$ cat config.mk
export PLATFORM = sky130hd
export DESIGN_NAME = timed_sequencer
export DESIGN_NICKNAME = d
export VERILOG_FILES = /design/src/rtl/seq_pkg.sv /design/src/rtl/seq_timer.sv /design/src/rtl/seq_next.sv /design/src/rtl/seq_done_reg.sv /design/src/rtl/timed_sequencer.sv
export SDC_FILE = /design/constraint.sdc
export NUM_CORES = 1
export LEC_CHECK = 0
export BUFFER_PORTS_ARGS = -buffer_cell sky130_fd_sc_hd__buf_2
export CORE_AREA = 3 3 40 42
export CTS_BUF_LIST = sky130_fd_sc_hd__clkbuf_8
export CTS_CLUSTER_DIAMETER = 80
export DETAILED_ROUTE_END_ITERATION = 8
export DIE_AREA = 0 0 43 45
export SLEW_MARGIN = 15
export SYNTH_ARGS = -nofsm -noshare
export SYNTH_HDL_FRONTEND = slang
export SYNTH_SLANG_ARGS = --single-unit
$ cat constraint.sdc
create_clock -name clk -period 1.8 [get_ports clk]
set_clock_uncertainty 0.15 [all_clocks]
set_input_delay 0.18 -clock clk [delete_from_list [all_inputs] [get_ports clk]]
set_output_delay 0.18 -clock clk [all_outputs]
set_load 0.05 [all_outputs]
$ cat src/rtl/seq_pkg.sv
package seq_pkg;

    typedef enum logic [1:0] {
        SEQ_IDLE = 2'd0,
        SEQ_RUN  = 2'd1,
        SEQ_WRAP = 2'd2,
        SEQ_HALT = 2'd3
    } seq_state_t;

    typedef struct packed {
        logic go;
        logic kill;
        logic expired;
    } seq_cond_t;

    function automatic int cnt_width(input int n);
        return (n < 2) ? 1 : $clog2(n);
    endfunction

endpackage

$ cat src/rtl/seq_timer.sv
module seq_timer #(
    parameter int INTERVAL = 100,
    parameter int CW       = 7
) (
    input  logic          clk,
    input  logic          rst,
    input  logic          clear,
    input  logic          advance,
    output logic [CW-1:0] count_o,
    output logic          expired
);
    localparam logic [CW-1:0] LAST = CW'(INTERVAL - 1);

    logic [CW-1:0] count_q;

    assign expired = (count_q == LAST);
    assign count_o = count_q;

    always_ff @(posedge clk) begin
        if (rst || clear) begin
            count_q <= '0;
        end else if (advance && !expired) begin
            count_q <= count_q + 1'b1;
        end
    end
endmodule

$ cat src/rtl/seq_next.sv
module seq_next
    import seq_pkg::*;
(
    input  seq_state_t cur,
    input  seq_cond_t  cond,
    output seq_state_t nxt
);
    always_comb begin
        nxt = cur;
        unique case (cur)
            SEQ_IDLE: if (cond.go) nxt = SEQ_RUN;
            SEQ_RUN: begin
                if (cond.kill)         nxt = SEQ_HALT;
                else if (cond.expired) nxt = SEQ_WRAP;
            end
            SEQ_WRAP: nxt = SEQ_IDLE;
            SEQ_HALT: if (!cond.kill) nxt = SEQ_IDLE;
            default:  nxt = SEQ_IDLE;
        endcase
    end
endmodule

$ cat src/rtl/seq_done_reg.sv
module seq_done_reg
    import seq_pkg::*;
(
    input  logic       clk,
    input  logic       rst,
    input  seq_state_t nxt,
    output logic       done
);
    always_ff @(posedge clk) begin
        if (rst) done <= 1'b0;
        else     done <= (nxt == SEQ_WRAP);
    end
endmodule

$ cat src/rtl/timed_sequencer.sv
module timed_sequencer
    import seq_pkg::*;
#(
    parameter int INTERVAL = 100
) (
    input  logic clk,
    input  logic rst,
    input  logic go,
    input  logic kill,
    output logic done
);
    localparam int CW = cnt_width(INTERVAL);

    seq_state_t    state_q;
    seq_state_t    state_d;
    seq_cond_t     cond;
    logic [CW-1:0] tick_cnt;
    logic          expired;

    seq_timer #(.INTERVAL(INTERVAL), .CW(CW)) u_timer (
        .clk     (clk),
        .rst     (rst),
        .clear   (state_q != SEQ_RUN),
        .advance (state_q == SEQ_RUN),
        .count_o (tick_cnt),
        .expired (expired)
    );

    always_comb begin
        cond.go      = go;
        cond.kill    = kill;
        cond.expired = expired;
    end

    seq_next u_next (
        .cur  (state_q),
        .cond (cond),
        .nxt  (state_d)
    );

    always_ff @(posedge clk) begin
        if (rst) state_q <= SEQ_IDLE;
        else     state_q <= state_d;
    end

    seq_done_reg u_done (
        .clk  (clk),
        .rst  (rst),
        .nxt  (state_d),
        .done (done)
    );
endmodule

Word level (Yosys, flattened, before mapping). Cells that the tools add are included.

Logic and storage cells: 19. Flip-flop bits (word level): 10.

Equality and inequality tests: 6. Add/subtract/negate cells: 1. Reduce and logical (&&, ||, !) cells: 4. Muxes and demuxes: 5.

Operator list (count): two-way mux 2 bit (4); case mux 2 bit (4 select lines) (1); adder 7 x 1 -> 7 bit, second input constant (1); equality test 7 bit, second input constant (1); equality test 2 bit, second input constant (3); equality test 2 x 1 -> 1 bit, second input constant (1); zero test 2 bit (1); inequality test 2 x 1 -> 1 bit, second input constant (1); logical AND 1 bit (1); zero test 1 bit (1); logical OR 1 bit (1).

Logic depth before layout (Yosys ltp).
Depth in word-level cells: 5. Depth in mapped cells: 4. Gate-level depth less buffers: 4.

Hierarchy. A second synthesis with hierarchy kept.

Cells, all modules: 53. Area total of the unflattened synthesis: 484.2 sq um.

By module, submodules not included: seq_timer (instances 1, seq. area each 140.1 sq um, cells each 40, area an instance 352.8 sq um); timed_sequencer (instances 1, seq. area each 40.0 sq um, cells each 6, area an instance 65.1 sq um); seq_next (instances 1, seq. area each 0.0 sq um, cells each 5, area an instance 33.8 sq um); seq_done_reg (instances 1, seq. area each 20.0 sq um, cells each 2, area an instance 32.5 sq um).

Least setup slack after synthesis. OpenSTA, ideal clock, no wires.

Kind: flip-flop to flip-flop. Start: register state_q[0]. End: register u_timer.count_q[6] (netlist: u_timer.count_o[6]). Stages on the path, launching flop included: 5. Path slack: 0.216 ns. Period minus slack after synthesis: 1.584 ns. Arrival time: 1.374 ns. Setup time: 0.060 ns. Cell sequence: dfxtp_1 -> or3b_1 -> buf_2 -> or4_1 -> nand2_1.

Longest elaborated chain between the ends: 2.

Ends and longest elaborated chain: from (decl) (RTL line timed_sequencer.sv:14) `seq_state_t state_q;`; from (signal assigned) (RTL line timed_sequencer.sv:43) `else state_q <= state_d;`; equality test 2 x 1 -> 1 bit or inequality test 2 x 1 -> 1 bit (tied branches) (RTL line timed_sequencer.sv:24, timed_sequencer.sv:23); logical AND 1 bit or logical OR 1 bit (tied branches) (RTL line seq_timer.sv:22, seq_timer.sv:20); to (signal assigned) (RTL line seq_timer.sv:23) `count_q <= count_q + 1'b1;`; to (decl) (RTL line seq_timer.sv:14) `logic [CW-1:0] count_q;`.

Parallel ways exist; a longest one is shown, timed or not. A chain may end at the register's enable or synchronous reset.

Worst setup path in the final report.
Start: register u_timer.count_q[0] (netlist: u_timer.count_o[0]). End: register state_q[0].

Longest elaborated chain between the ends: 4.

Ends and longest elaborated chain: equality test 7 bit (RTL line seq_timer.sv:16) `assign expired = (count_q == LAST);`; two-way mux 2 bit (RTL line seq_next.sv:14) `else if (cond.expired) nxt = SEQ_WRAP;`; two-way mux 2 bit (RTL line seq_next.sv:13) `if (cond.kill) nxt = SEQ_HALT;`; case mux 2 bit (4 select lines) (RTL line seq_next.sv:10) `unique case (cur)`.

Every way passes these cells.

==> results.txt <==
Max-slew violations: 0
Largest family of logic cells by synthesized area: simple AND/OR/NAND/NOR gates
Worst skew pair latency: 0.23 ns
Post-CTS Setup Inserts: 0
Final wirelength: 838 µm
Vias in the first global route: 332
Slew HR: 66.0%
Most frequent cells in the layout: dfxtp_1 (10), nand2_1 (7), a21oi_1 (4), buf_2 (4)
Fin nets: 62
Mux cell area share after synthesis: 2.26%
Critical path, cell by cell: ha_1, nor2b_1, nand2_1, a221o_1
Clk root buf: clkbuf_8
RSZ-0062 raised after global routing: no
Worst setup SP type: flip-flop
Core ar.: 1280 µm²
Drt drc: 0
Final setup viols: 0
Register area share after synthesis: 45.2%
Min Clock Period, post-route: 1.59 ns
Commonest non-fill, non-tap cell in the layout: dfxtp_1
Buffers on Ports: 4
CP max-delay cell: dfxtp_1
GRT overflow: 0
Fin crit share: 88.4%
CP max FO: 5
Worst Tran Pin Value: 0.508 ns
Initial antenna violation count: 0
Simple-gate area share of the yosys netlist: 30.2%
Layout Cells excl Fill: 70
Status: complete, no violations
Setup_tns: 0 ns
Placed instance area: 484 µm²
Place WS: 0.255 ns
DRT Pass-1 Iters: 3
Synth Area in Compound Gates: 16.4%
CTS clk-pin slew, worst paths: 0.04 ns
Wire length per cell: 12.0 µm
Critical Path End Type: flip-flop
Pin count of the biggest net entering global routing: 8
Initial core utilization: 34.5%
Bufs on Longest Clock Path: 2
Synth Net Count: 53
Die width: 43 µm
Leak pwr: 0.000199 µW
N_diodes: 0
# Max-Cap Violations: 0
Die area: 1940 µm²
Dpl hpwl: 620 µm
Syn_area_per_cell: 9.23 µm²
Num rows: 13
Adder-cell share of the synthesized area: 2.82%
Post-DR vias/cell: 5.53
Post-CTS sizing: 0
Total power after layout: 516 µW
Post-Synthesis Cell Area: 443 µm²
CTS hold repair buffers: 0
Hold/Removal Path Class: input port to flip-flop
Count of final hold-check violations: 0
Pwr dens: 982 nW/µm²
Distinct cells, synth: 25
Design area: 526 µm²
Layout cell share with drive strength beyond 1: 14.5%
CTS sink count: 10
Routed via count: 387
Die H: 45 µm
Placed cells: 67
WS Path Type: flip-flop to flip-flop
Placer Congestion: 0.708
Area growth syn-to-layout: 18.6%
CP arrival: 1.55 ns
Fmax: 628 MHz
Final WS setup: 0.209 ns
Syn. warnings: 0
Synth Area in XOR/XNOR: 1.98%
#FFs+latches synth: 10
CTS HTree Levels: 1
CTS buffer count: 3
Initial DRC count: 6
Fill cell count: 135
CP Data Required Time: 1.76 ns
GRT Util Overall: 10.4%
Largest stage delay, worst path: 0.38 ns
CTS tree: yes
I/O Pins: 5
Max rail drop VDD: 288 µV
Synth Instances: 48
Global-route wire length before repair: 1.41 mm
Post-DRT Antenna Nets: 0
Yosys cell counts:
cell type  count  area share, %
nor4b_1        1            2.0
o211ai_1       1            1.7
dfxtp_1       10             45
nand3_1        3            3.4
o21ai_0        2            2.3
nor2_1         1           0.85
a211o_1        1            2.0
o2bb2ai_1      1            2.0
nand4_1        1            1.4
nor3b_1        1            1.7
a21oi_1        4            4.5
or3b_1         1            2.0
a21o_1         1            1.7
or3_1          2            2.8
nor3_1         1            1.1
ha_1           1            2.8
nand3b_1       1            1.7
a221o_1        1            2.3
buf_2          1            1.1
and4bb_1       1            2.8
mux2i_1        1            2.3
nand2_1        7            5.9
xor2_1         1            2.0
or4_1          1            1.7
nor2b_1        2            2.8
area by class of cell:
cell class	count	area (µm²)	share of cell area (%)
clock buffers	3	41.3	7.86
flip-flops and latches	10	200	38.1
repair buffers	5	27.5	5.24
well taps	15	18.8	3.57
multi-input cells	37	238	45.2
routing by layer:
| metal | routed length (µm) | part of all wire [%] | GRT usage, % | up-vias |
|---|---|---|---|---|
| li1 | - | - | - | 194 |
| met1 | 431 | 51 | 12.2 | 184 |
| met2 | 346 | 41 | 15.0 | 5 |
| met3 | 19 | 2.3 | 2.39 | 4 |
| met4 | 41 | 4.9 | 10.8 | 0 |
| met5 | 0 | 0 | 0 | - |
worst paths after layout:
| path | start | end | slack (ns) | cells after the start |
|---|---|---|---|---|
| worst max-delay path | u_timer.count_o[0] | state_q[0] | 0.21 | 4 |
| worst min-delay path | kill | u_done.done | 0.006 | 2 |
| worst max register to register | u_timer.count_o[0] | state_q[0] | 0.21 | 4 |
| worst min register to register | u_timer.count_o[1] | u_timer.count_o[1] | 0.34 | 2 |
metrics by stage:
step,hold slack [ns],utilization [%]
final,0.00586,40.9
after global routing,0.00998,40.9
after CTS,0.000337,40.9
after detailed placement,0.244,37.7
after global placement,0.245,37.7
after floorplan,0.109,-
critical path, delay by kind of cell (launching register included):
kind / cells / cell delay (ns)
and+or+nand+nor: 2 / 0.38
DFF: 1 / 0.38
AOI/OAI and AO/OA: 1 / 0.36
adders and majority gates: 1 / 0.20
registers in the layout, indices dropped and copies added, names as in the netlist:
register,count
state_q,2
u_done.done,1
u_timer.count_o,7
logic make-up (layout without fill, tap and decap cells):
group,count (synthesis),after routing
compound gates,11,11
simple gates,23,23
xor+xnor,1,1
buf+inv,1,8
fa+ha+maj,1,1
mux,1,1
flops,10,10
power by group:
part / switching, µW / total (µW) / internal, µW
combinational: 21.8 / 45.5 / 23.8
clock: 78.1 / 224 / 146
sequential: 13.0 / 247 / 234
total: 113 / 516 / 403
Note: power is estimated with default switching activity, not from simulation.
